`config.mk`:
```
export PLATFORM = sky130hd
export DESIGN_NAME = pid_tlb
export DESIGN_NICKNAME = d
export VERILOG_FILES = /design/src/rtl/tlb_pkg.sv /design/src/rtl/tlb_match.sv /design/src/rtl/tlb_victim.sv /design/src/rtl/tlb_perm.sv /design/src/rtl/pid_tlb.sv
export SDC_FILE = /design/constraint.sdc
export NUM_CORES = 2
export LEC_CHECK = 0
export BUFFER_PORTS_ARGS = -buffer_cell sky130_fd_sc_hd__buf_2
export CAP_MARGIN = 10
export CORE_ASPECT_RATIO = 1.4
export CORE_MARGIN = 2
export CORE_UTILIZATION = 25
export DETAILED_ROUTE_END_ITERATION = 12
export PLACE_DENSITY = 0.42
export SLEW_MARGIN = 30
export SYNTH_ARGS = -nofsm -noshare
export SYNTH_HDL_FRONTEND = slang
export SYNTH_SLANG_ARGS = --single-unit
export TNS_END_PERCENT = 50
```
`constraint.sdc`:
```
create_clock -name clk -period 3.8 [get_ports clk]
set_input_delay 0.57 -clock clk [delete_from_list [all_inputs] [get_ports clk]]
set_output_delay 0.57 -clock clk [all_outputs]
set_load 0.05 [all_outputs]
```
`src/rtl/tlb_pkg.sv`:
```
package tlb_pkg;

    typedef enum logic [1:0] {
        ACC_LOAD  = 2'd0,
        ACC_STORE = 2'd1,
        ACC_FETCH = 2'd2,
        ACC_RSVD  = 2'd3
    } acc_e;

    localparam int RIGHT_R = 2;
    localparam int RIGHT_W = 1;
    localparam int RIGHT_X = 0;

    function automatic logic right_ok(acc_e kind, logic [2:0] rwx);
        logic ok;
        case (kind)
            ACC_LOAD:  ok = rwx[RIGHT_R];
            ACC_STORE: ok = rwx[RIGHT_W];
            ACC_FETCH: ok = rwx[RIGHT_X];
            default:   ok = 1'b0;
        endcase
        return ok;
    endfunction

endpackage

```
`src/rtl/tlb_match.sv`:
```
module tlb_match #(
    parameter int ENTRIES = 16,
    parameter int VPN_W   = 20,
    parameter int PID_W   = 8
) (
    input  logic [ENTRIES-1:0]            valid,
    input  logic [ENTRIES-1:0][VPN_W-1:0] vpn,
    input  logic [ENTRIES-1:0][PID_W-1:0] pid,
    input  logic [VPN_W-1:0]              key_vpn,
    input  logic [PID_W-1:0]              key_pid,
    output logic [ENTRIES-1:0]            hit_vec
);

    // One comparator pair per slot, all evaluated in parallel.
    for (genvar g = 0; g < ENTRIES; g++) begin : g_cmp
        logic vpn_eq;
        logic pid_eq;
        assign vpn_eq     = (vpn[g] == key_vpn);
        assign pid_eq     = (pid[g] == key_pid);
        assign hit_vec[g] = valid[g] & vpn_eq & pid_eq;
    end

endmodule

```
`src/rtl/tlb_victim.sv`:
```
module tlb_victim #(
    parameter int ENTRIES = 16,
    parameter int IDX_W   = $clog2(ENTRIES)
) (
    input  logic [ENTRIES-1:0] valid,
    input  logic [IDX_W-1:0]   ptr,
    output logic [IDX_W-1:0]   slot,
    output logic               use_ptr
);

    logic [IDX_W-1:0] free_idx;
    logic             any_free;

    // Lowest-numbered invalid slot wins.
    always_comb begin
        free_idx = '0;
        any_free = 1'b0;
        for (int i = ENTRIES - 1; i >= 0; i--) begin
            if (!valid[i]) begin
                free_idx = IDX_W'(i);
                any_free = 1'b1;
            end
        end
    end

    assign use_ptr = ~any_free;
    assign slot    = any_free ? free_idx : ptr;

endmodule

```
`src/rtl/tlb_perm.sv`:
```
module tlb_perm (
    input  logic [1:0] kind,
    input  logic [2:0] rwx,
    output logic       ok
);
    import tlb_pkg::*;

    assign ok = right_ok(acc_e'(kind), rwx);

endmodule

```
`src/rtl/pid_tlb.sv`:
```
module pid_tlb #(
    parameter int VA_W      = 32,
    parameter int PAGE_BITS = 12,
    parameter int PFN_W     = 20,
    parameter int PID_W     = 8,
    parameter int ENTRIES   = 16
) (
    input  logic                      clk,
    input  logic                      rst_n,
    input  logic [VA_W-1:0]           lk_vaddr,
    input  logic [PID_W-1:0]          lk_pid,
    input  logic [1:0]                lk_kind,
    output logic                      lk_hit,
    output logic                      lk_fault,
    output logic [PFN_W+PAGE_BITS-1:0] lk_paddr,
    input  logic                      fill_en,
    input  logic [VA_W-PAGE_BITS-1:0] fill_vpn,
    input  logic [PID_W-1:0]          fill_pid,
    input  logic [PFN_W-1:0]          fill_pfn,
    input  logic [2:0]                fill_rwx,
    input  logic                      flush
);

    localparam int VPN_W = VA_W - PAGE_BITS;
    localparam int IDX_W = $clog2(ENTRIES);
    localparam logic [IDX_W-1:0] LAST_IDX = IDX_W'(ENTRIES - 1);

    typedef struct packed {
        logic [ENTRIES-1:0]            valid;
        logic [IDX_W-1:0]              ptr;
        logic [ENTRIES-1:0][VPN_W-1:0] vpn;
        logic [ENTRIES-1:0][PID_W-1:0] pid;
        logic [ENTRIES-1:0][PFN_W-1:0] pfn;
        logic [ENTRIES-1:0][2:0]       rwx;
    } tlb_state_t;

    tlb_state_t st_d, st_q;

    // ---------------- lookup side ----------------
    logic [VPN_W-1:0]     lk_vpn;
    logic [PAGE_BITS-1:0] lk_off;
    logic [ENTRIES-1:0]   lk_match;
    logic [PFN_W-1:0]     sel_pfn;
    logic [2:0]           sel_rwx;
    logic                 sel_any;
    logic                 perm_ok;

    assign lk_vpn = lk_vaddr[VA_W-1:PAGE_BITS];
    assign lk_off = lk_vaddr[PAGE_BITS-1:0];

    tlb_match #(
        .ENTRIES (ENTRIES),
        .VPN_W   (VPN_W),
        .PID_W   (PID_W)
    ) u_lk_match (
        .valid   (st_q.valid),
        .vpn     (st_q.vpn),
        .pid     (st_q.pid),
        .key_vpn (lk_vpn),
        .key_pid (lk_pid),
        .hit_vec (lk_match)
    );

    // Refill never duplicates a mapping, so at most one slot matches
    // and an OR-reduction serves as the read mux.
    always_comb begin
        sel_pfn = '0;
        sel_rwx = '0;
        for (int i = 0; i < ENTRIES; i++) begin
            if (lk_match[i]) begin
                sel_pfn = sel_pfn | st_q.pfn[i];
                sel_rwx = sel_rwx | st_q.rwx[i];
            end
        end
        sel_any = |lk_match;
    end

    tlb_perm u_perm (
        .kind (lk_kind),
        .rwx  (sel_rwx),
        .ok   (perm_ok)
    );

    assign lk_hit   = sel_any & perm_ok;
    assign lk_fault = sel_any & ~perm_ok;
    assign lk_paddr = {sel_pfn, lk_off};

    // ---------------- refill side ----------------
    logic [ENTRIES-1:0] fill_match;
    logic [IDX_W-1:0]   hit_slot;
    logic [IDX_W-1:0]   vic_slot;
    logic               vic_use_ptr;

    tlb_match #(
        .ENTRIES (ENTRIES),
        .VPN_W   (VPN_W),
        .PID_W   (PID_W)
    ) u_fill_match (
        .valid   (st_q.valid),
        .vpn     (st_q.vpn),
        .pid     (st_q.pid),
        .key_vpn (fill_vpn),
        .key_pid (fill_pid),
        .hit_vec (fill_match)
    );

    always_comb begin
        hit_slot = '0;
        for (int i = 0; i < ENTRIES; i++) begin
            if (fill_match[i]) begin
                hit_slot = IDX_W'(i);
            end
        end
    end

    tlb_victim #(
        .ENTRIES (ENTRIES),
        .IDX_W   (IDX_W)
    ) u_victim (
        .valid   (st_q.valid),
        .ptr     (st_q.ptr),
        .slot    (vic_slot),
        .use_ptr (vic_use_ptr)
    );

    // ---------------- next state ----------------
    always_comb begin
        logic [IDX_W-1:0] wr_slot;
        st_d    = st_q;
        wr_slot = vic_slot;
        if (flush) begin
            st_d.valid = '0;
        end else if (fill_en) begin
            if (|fill_match) begin
                wr_slot = hit_slot;
            end else if (vic_use_ptr) begin
                st_d.ptr = (st_q.ptr == LAST_IDX) ? '0 : st_q.ptr + 1'b1;
            end
            st_d.valid[wr_slot] = 1'b1;
            st_d.vpn[wr_slot]   = fill_vpn;
            st_d.pid[wr_slot]   = fill_pid;
            st_d.pfn[wr_slot]   = fill_pfn;
            st_d.rwx[wr_slot]   = fill_rwx;
        end
    end

    always_ff @(posedge clk or negedge rst_n) begin
        if (!rst_n) begin
            st_q <= '0;
        end else begin
            st_q <= st_d;
        end
    end

endmodule

```
## Word-level counts from Yosys, hierarchy flattened

Index checks and enable logic that the tools add are counted.

- $lt $le $gt $ge: 2
- Eq/ne operators: 67
- Add/sub/neg operators: 1
- Multiplexer cells: 101
- Reductions and logical operators: 7
- Bitwise logic cells: 101

Operators by type and width:

| operator | number |
|---|---|
| $mux 836 | 1 |
| $bwmux 320 | 2 |
| $eq 20x20->1 | 32 |
| $mux 20 | 17 |
| $or 20x20->20 | 15 |
| $eq 8x8->1 | 32 |
| $mux 4 | 37 |
| $bwmux 128 | 1 |
| $demux 20 s4 | 1 |
| $and 1x1->1 | 66 |
| $mux 3 | 17 |
| $bwmux 48 | 1 |
| $or 3x3->3 | 15 |
| $demux 8 s4 | 1 |
| $reduce_or 16->1 | 2 |
| $mux 1 | 18 |
| $mux 16 | 1 |
| $or 16x16->16 | 1 |
| $demux 3 s4 | 1 |
| $mux 8 | 1 |
| $lt 4x5->1 const B | 1 |
| $add 4x1->4 const B | 1 |
| $demux 1 s4 | 1 |
| $eq 4x4->1 const B | 1 |
| 10 further kinds | 13 |

- Input port bits: 97
- Flip-flop bits (word level): 836
- Output and inout port bits: 34

## Logic depth before layout (Yosys ltp)

- Depth after elaboration: 37
- Depth in mapped cells: 14

## Hierarchy

A second synthesis with hierarchy kept.

- Cells, all modules: 3716
- Area total of the unflattened synthesis: 44920.6 µm²

By module, submodules not included:

| module | cells an instance | times used | sequential area each (µm²) | area each (µm²) |
|---|---|---|---|---|
| pid_tlb | 2349 | 1 | 20920.1 | 33913.8 |
| tlb_match | 664 | 2 | 0.0 | 5387.7 |
| tlb_victim | 36 | 1 | 0.0 | 209.0 |
| tlb_perm | 3 | 1 | 0.0 | 22.5 |

## Worst setup path before layout

No wires, ideal clock.

- Path type: input to output
- Start point: input port lk_pid[7]
- End point: output port lk_hit
- Buffers on the path: 2
- Arrival: 3.905 ns
- Stages: 11
- Setup slack: -0.675 ns
- Cells stage by stage: clkbuf_1 clkbuf_1 xor2_1 nor4_1 nand4_1 nor4_1 a22o_1 a221oi_1 a41oi_1 nor2b_1 nor3_1

- Longest elaborated chain between the ends: 35
- Elaborated cells on any way between the ends: 66
- Classes of those cells: eq/ne (16); mux (17); bitwise (32); reduce/logical (1)

Ends and longest elaborated chain:

| element | line | RTL |
|---|---|---|
| from (decl) | pid_tlb.sv:11 | `input logic [PID_W-1:0] lk_pid,` |
| $eq 8x8->1 | tlb_match.sv:19 | `assign pid_eq = (pid[g] == key_pid);` |
| $and 1x1->1 | tlb_match.sv:20 | `assign hit_vec[g] = valid[g] & vpn_eq & pid_eq;` |
| $mux 3 | pid_tlb.sv:70 | `if (lk_match[i]) begin` |
| $or 3x3->3 | pid_tlb.sv:72 | `sel_rwx = sel_rwx \| st_q.rwx[i];` |
| $mux 3 | pid_tlb.sv:70 |  |
| $or 3x3->3 | pid_tlb.sv:72 |  |
| $mux 3 | pid_tlb.sv:70 |  |
| $or 3x3->3 | pid_tlb.sv:72 |  |
| [19 not listed] | -- |  |
| $or 3x3->3 | pid_tlb.sv:72 |  |
| $mux 3 | pid_tlb.sv:70 |  |
| $or 3x3->3 | pid_tlb.sv:72 |  |
| $mux 3 | pid_tlb.sv:70 |  |
| $or 3x3->3 | pid_tlb.sv:72 |  |
| $mux 3 | pid_tlb.sv:70 |  |
| $pmux 1 s3 | tlb_pkg.sv:16 | `case (kind)` |
| $and 1x1->1 * | pid_tlb.sv:84 | `assign lk_hit = sel_any & perm_ok;` |
| to (decl) | pid_tlb.sv:13 | `output logic lk_hit,` |

Every way passes the cells marked *; elsewhere a longest branch is shown, timed or not.

==> impl_metrics.env <==
export IMPL_fp_row_count=183
export IMPL_violations="negative setup slack"
export IMPL_synth_ff_type="dfrtp_1"
export IMPL_vias_per_cell=4.87
export IMPL_firstDrtPassIters=7
export IMPL_min_period_ns=4.13
export IMPL_grt_pass1_vias=34300
export IMPL_grt_usage_pct=20.9
export IMPL_clock_sinks=836
export IMPL_synth_nets=3655
export IMPL_min_period_over_period_pct=109
export IMPL_critPathArrivalTime_ns=3.56
export IMPL_hold_ws_ns=0.195
export IMPL_io_buffers=106
export IMPL_slowest_stage="dfrtp_1"
export IMPL_hold_path_class="input pin to register"
export IMPL_syn_area_sq_um=44400
export IMPL_report_final_slew_viol_count=0
export IMPL_drive_gt1_share_pct=46.5
export IMPL_clockRootBuffer="clkbuf_16"
export IMPL_hpwl_um=133000
export IMPL_finalHoldViolCount=0
export IMPL_fmax_mhz=242
export IMPL_cp_max_fo=3
export IMPL_place_gp_congestion=0.864
export IMPL_dr_total_vias=32500
export IMPL_grt_overflow_total=0
export IMPL_clk_latency_ns=0.73
export IMPL_powerDensity_nw_per_um2=378
export IMPL_grt_antenna_before_repair=10
export IMPL_finalSetupViolCount=510
export IMPL_ys_seq_elements=836
export IMPL_synth_seq_area_share_pct=47.1
export IMPL_cp_required_ns=3.23
export IMPL_core_sq_um=177000
export IMPL_yosysWarningCount=0
export IMPL_syn2layout_area_growth_pct=39.1
export IMPL_start_util_pct=25.1
export IMPL_synthArstFlopShare_pct=100
export IMPL_grt_pass1_wl_um=270000
export IMPL_regArea_sq_um=20900
export IMPL_rsz0062_at_grt="yes"
export IMPL_syn_avg_cell_area_sq_um=12.5
export IMPL_critPathLaunchType="register"
export IMPL_drt_iter0_drc=1957
export IMPL_cts_tree="done"
export IMPL_synth_edf_count=0
export IMPL_avgRoutedWirePerCell_um=29.5
export IMPL_crit_family="simple AND/OR/NAND/NOR gates"
export IMPL_ios=131
export IMPL_cellLeakagePower_nw=28.4
export IMPL_die_h_um=503
export IMPL_nets=4378
export IMPL_grt_max_degree=103
export IMPL_reg2reg_slack_ns=-0.25
export IMPL_die_area_sq_um=181000
export IMPL_worstSetupPathType="register to primary output"
export IMPL_setup_ws_ns=-0.330
export IMPL_multi_input_area_sq_um=24000
export IMPL_fill_cells=17500
export IMPL_clock_path_buffers=3
export IMPL_htree_num_levels=3
export IMPL_crit_chain="buf_6 > xor2_2 > nor4_4 > buf_4 > nand4_1 > nor4_4 > buf_12 > a22o_1 > a221oi_2 > a41oi_2 > nor2b_2 > buf_4 > nor3_4 > buf_6"
export IMPL_fin_skew_ns=0.0445
export IMPL_end_kind="primary output"
export IMPL_path_buf_inv=5
export IMPL_route_detailed_drc=0
export IMPL_max_stage_delay_ns=0.39
export IMPL_maxSlewHeadroom_pct=53.7
export IMPL_outcome="complete, but fails checks"
export IMPL_die_x_um=360
export IMPL_clk_pin_slew_ns=0.07
export IMPL_yosysUniqueCellTypes=56
export IMPL_drt_total_wl_um=197000
export IMPL_place_ws_ns=-1.20
export IMPL_cap_violations=0
export IMPL_worst_pin_slew_ns=0.695
export IMPL_postRouteAntennaNets=0
export IMPL_cts_made_buffers=93
export IMPL_postLayoutCoreUtil_pct=34.9
export IMPL_synth_cells=3557
export IMPL_vdd_drop_max_uv=328
final timing paths:
| check | end | from | cells after the start |
|---|---|---|---|
| min in group asynchronous | asynchronous set/reset pin | rst_n | 2 |
| min | register | fill_vpn[17] | 2 |
| min reg2reg | register | register | 1 |
| max reg2reg | register | register | 16 |
| max in group asynchronous | asynchronous set/reset pin | rst_n | 3 |
| max | lk_hit | register | 14 |
synth_stat cells (3+ instances only):
cell type / instances / area, sq um
xor2_1: 502 / 4400
nand3_1: 28 / 140
a22o_1: 86 / 753
mux2_1: 103 / 1160
nor2_1: 14 / 52.6
buf_6: 44 / 495
buf_1: 11 / 41.3
buf_4: 41 / 308
o211ai_1: 9 / 67.6
clkbuf_1: 155 / 582
a221oi_1: 86 / 753
a21oi_1: 6 / 30.0
a311oi_1: 3 / 26.3
xnor2_1: 393 / 3440
dfrtp_1: 836 / 20900
inv_1: 12 / 45.0
nor2b_1: 3 / 18.8
a21o_1: 14 / 105
buf_2: 69 / 345
nand4_1: 151 / 945
a22oi_1: 8 / 60.1
mux2_2: 714 / 8040
a21boi_0: 3 / 22.5
a31oi_1: 4 / 25.0
and3_1: 3 / 18.8
or2_2: 3 / 18.8
nor3_1: 26 / 130
nor4_1: 147 / 920
a211oi_1: 3 / 22.5
nand2_1: 28 / 105
and4_1: 5 / 43.8
or3_1: 3 / 18.8
o21ai_0: 14 / 70.1
per-layer routing:
layer / up-vias / GRT usage [%] / share of wire (%)
li1: 14100 / - / -
met1: 17300 / 24.0 / 39
met2: 745 / 39.1 / 53
met3: 311 / 2.29 / 3.5
met4: 12 / 8.82 / 4.7
met5: - / 0 / 0.040
where the power goes:
group          switching, mW  leakage, nW  internal [mW]  total, mW
clock network           4.15         1.50           5.24       9.39
logic                   1.92         15.6           1.96       3.88
registers              0.549         11.4           9.52       10.1
timing repair:
action / in CTS / in global routing
hold buffers: 1 / 0
resized for setup: 328 / 359
pin swaps: 52 / 62
endpoints found under the hold margin: 39 / 0
gates cloned: 32 / 17
setup buffers: 68 / 41
setup endpoints to repair: 848 / 789
layout by cell type, fill, tap and decap left out, types with 37 or more instances in the layout:
master     count
a22o_1        86
dfrtp_1      834
buf_4        526
xor2_1       496
buf_16        37
mux2_2       426
buf_12       211
clkbuf_16    107
buf_2         83
buf_6         63
xnor2_1      385
nand4_1      151
a221oi_1      55
mux2_4       384
nor4_1       107
logic make-up (layout without fill, tap and decap cells):
logic type | count (synthesis) | count (layout) | share of synthesized area, %
mux | 817 | 817 | 20.7
compound gates | 259 | 259 | 4.89
flops | 836 | 836 | 47.1
other cells | 0 | 4 | 0
fa+ha+maj | 1 | 1 | 0.0282
simple gates | 417 | 417 | 5.54
xor+xnor | 895 | 895 | 17.6
buf+inv | 332 | 1127 | 4.09
metrics by stage:
stage               setup TNS [ns]  cells  total power, mW  area [sq um]
floorplan                        0   3557             11.9         44500
global placement           -797.59   6356             13.7         53800
detailed placement         -781.14   6356             13.7         53800
CTS                         -50.81   6617             23.5         59800
global route               -114.76   6665             24.2         61800
finish                      -69.52   6668             23.4         61800
layout make-up:
cell class | instances | area share [%]
Multi-Input combinational cell | 2389 | 38.9
Sequential cell | 836 | 33.9
Timing Repair Buffer | 948 | 17.6
Tap cell | 2312 | 4.68
Clock buffer | 136 | 4.38
Clock inverter | 31 | 0.545
Inverter | 12 | 0.0729
Antenna cell | 4 | 0.0162
Power figures use the tool's default switching activity.
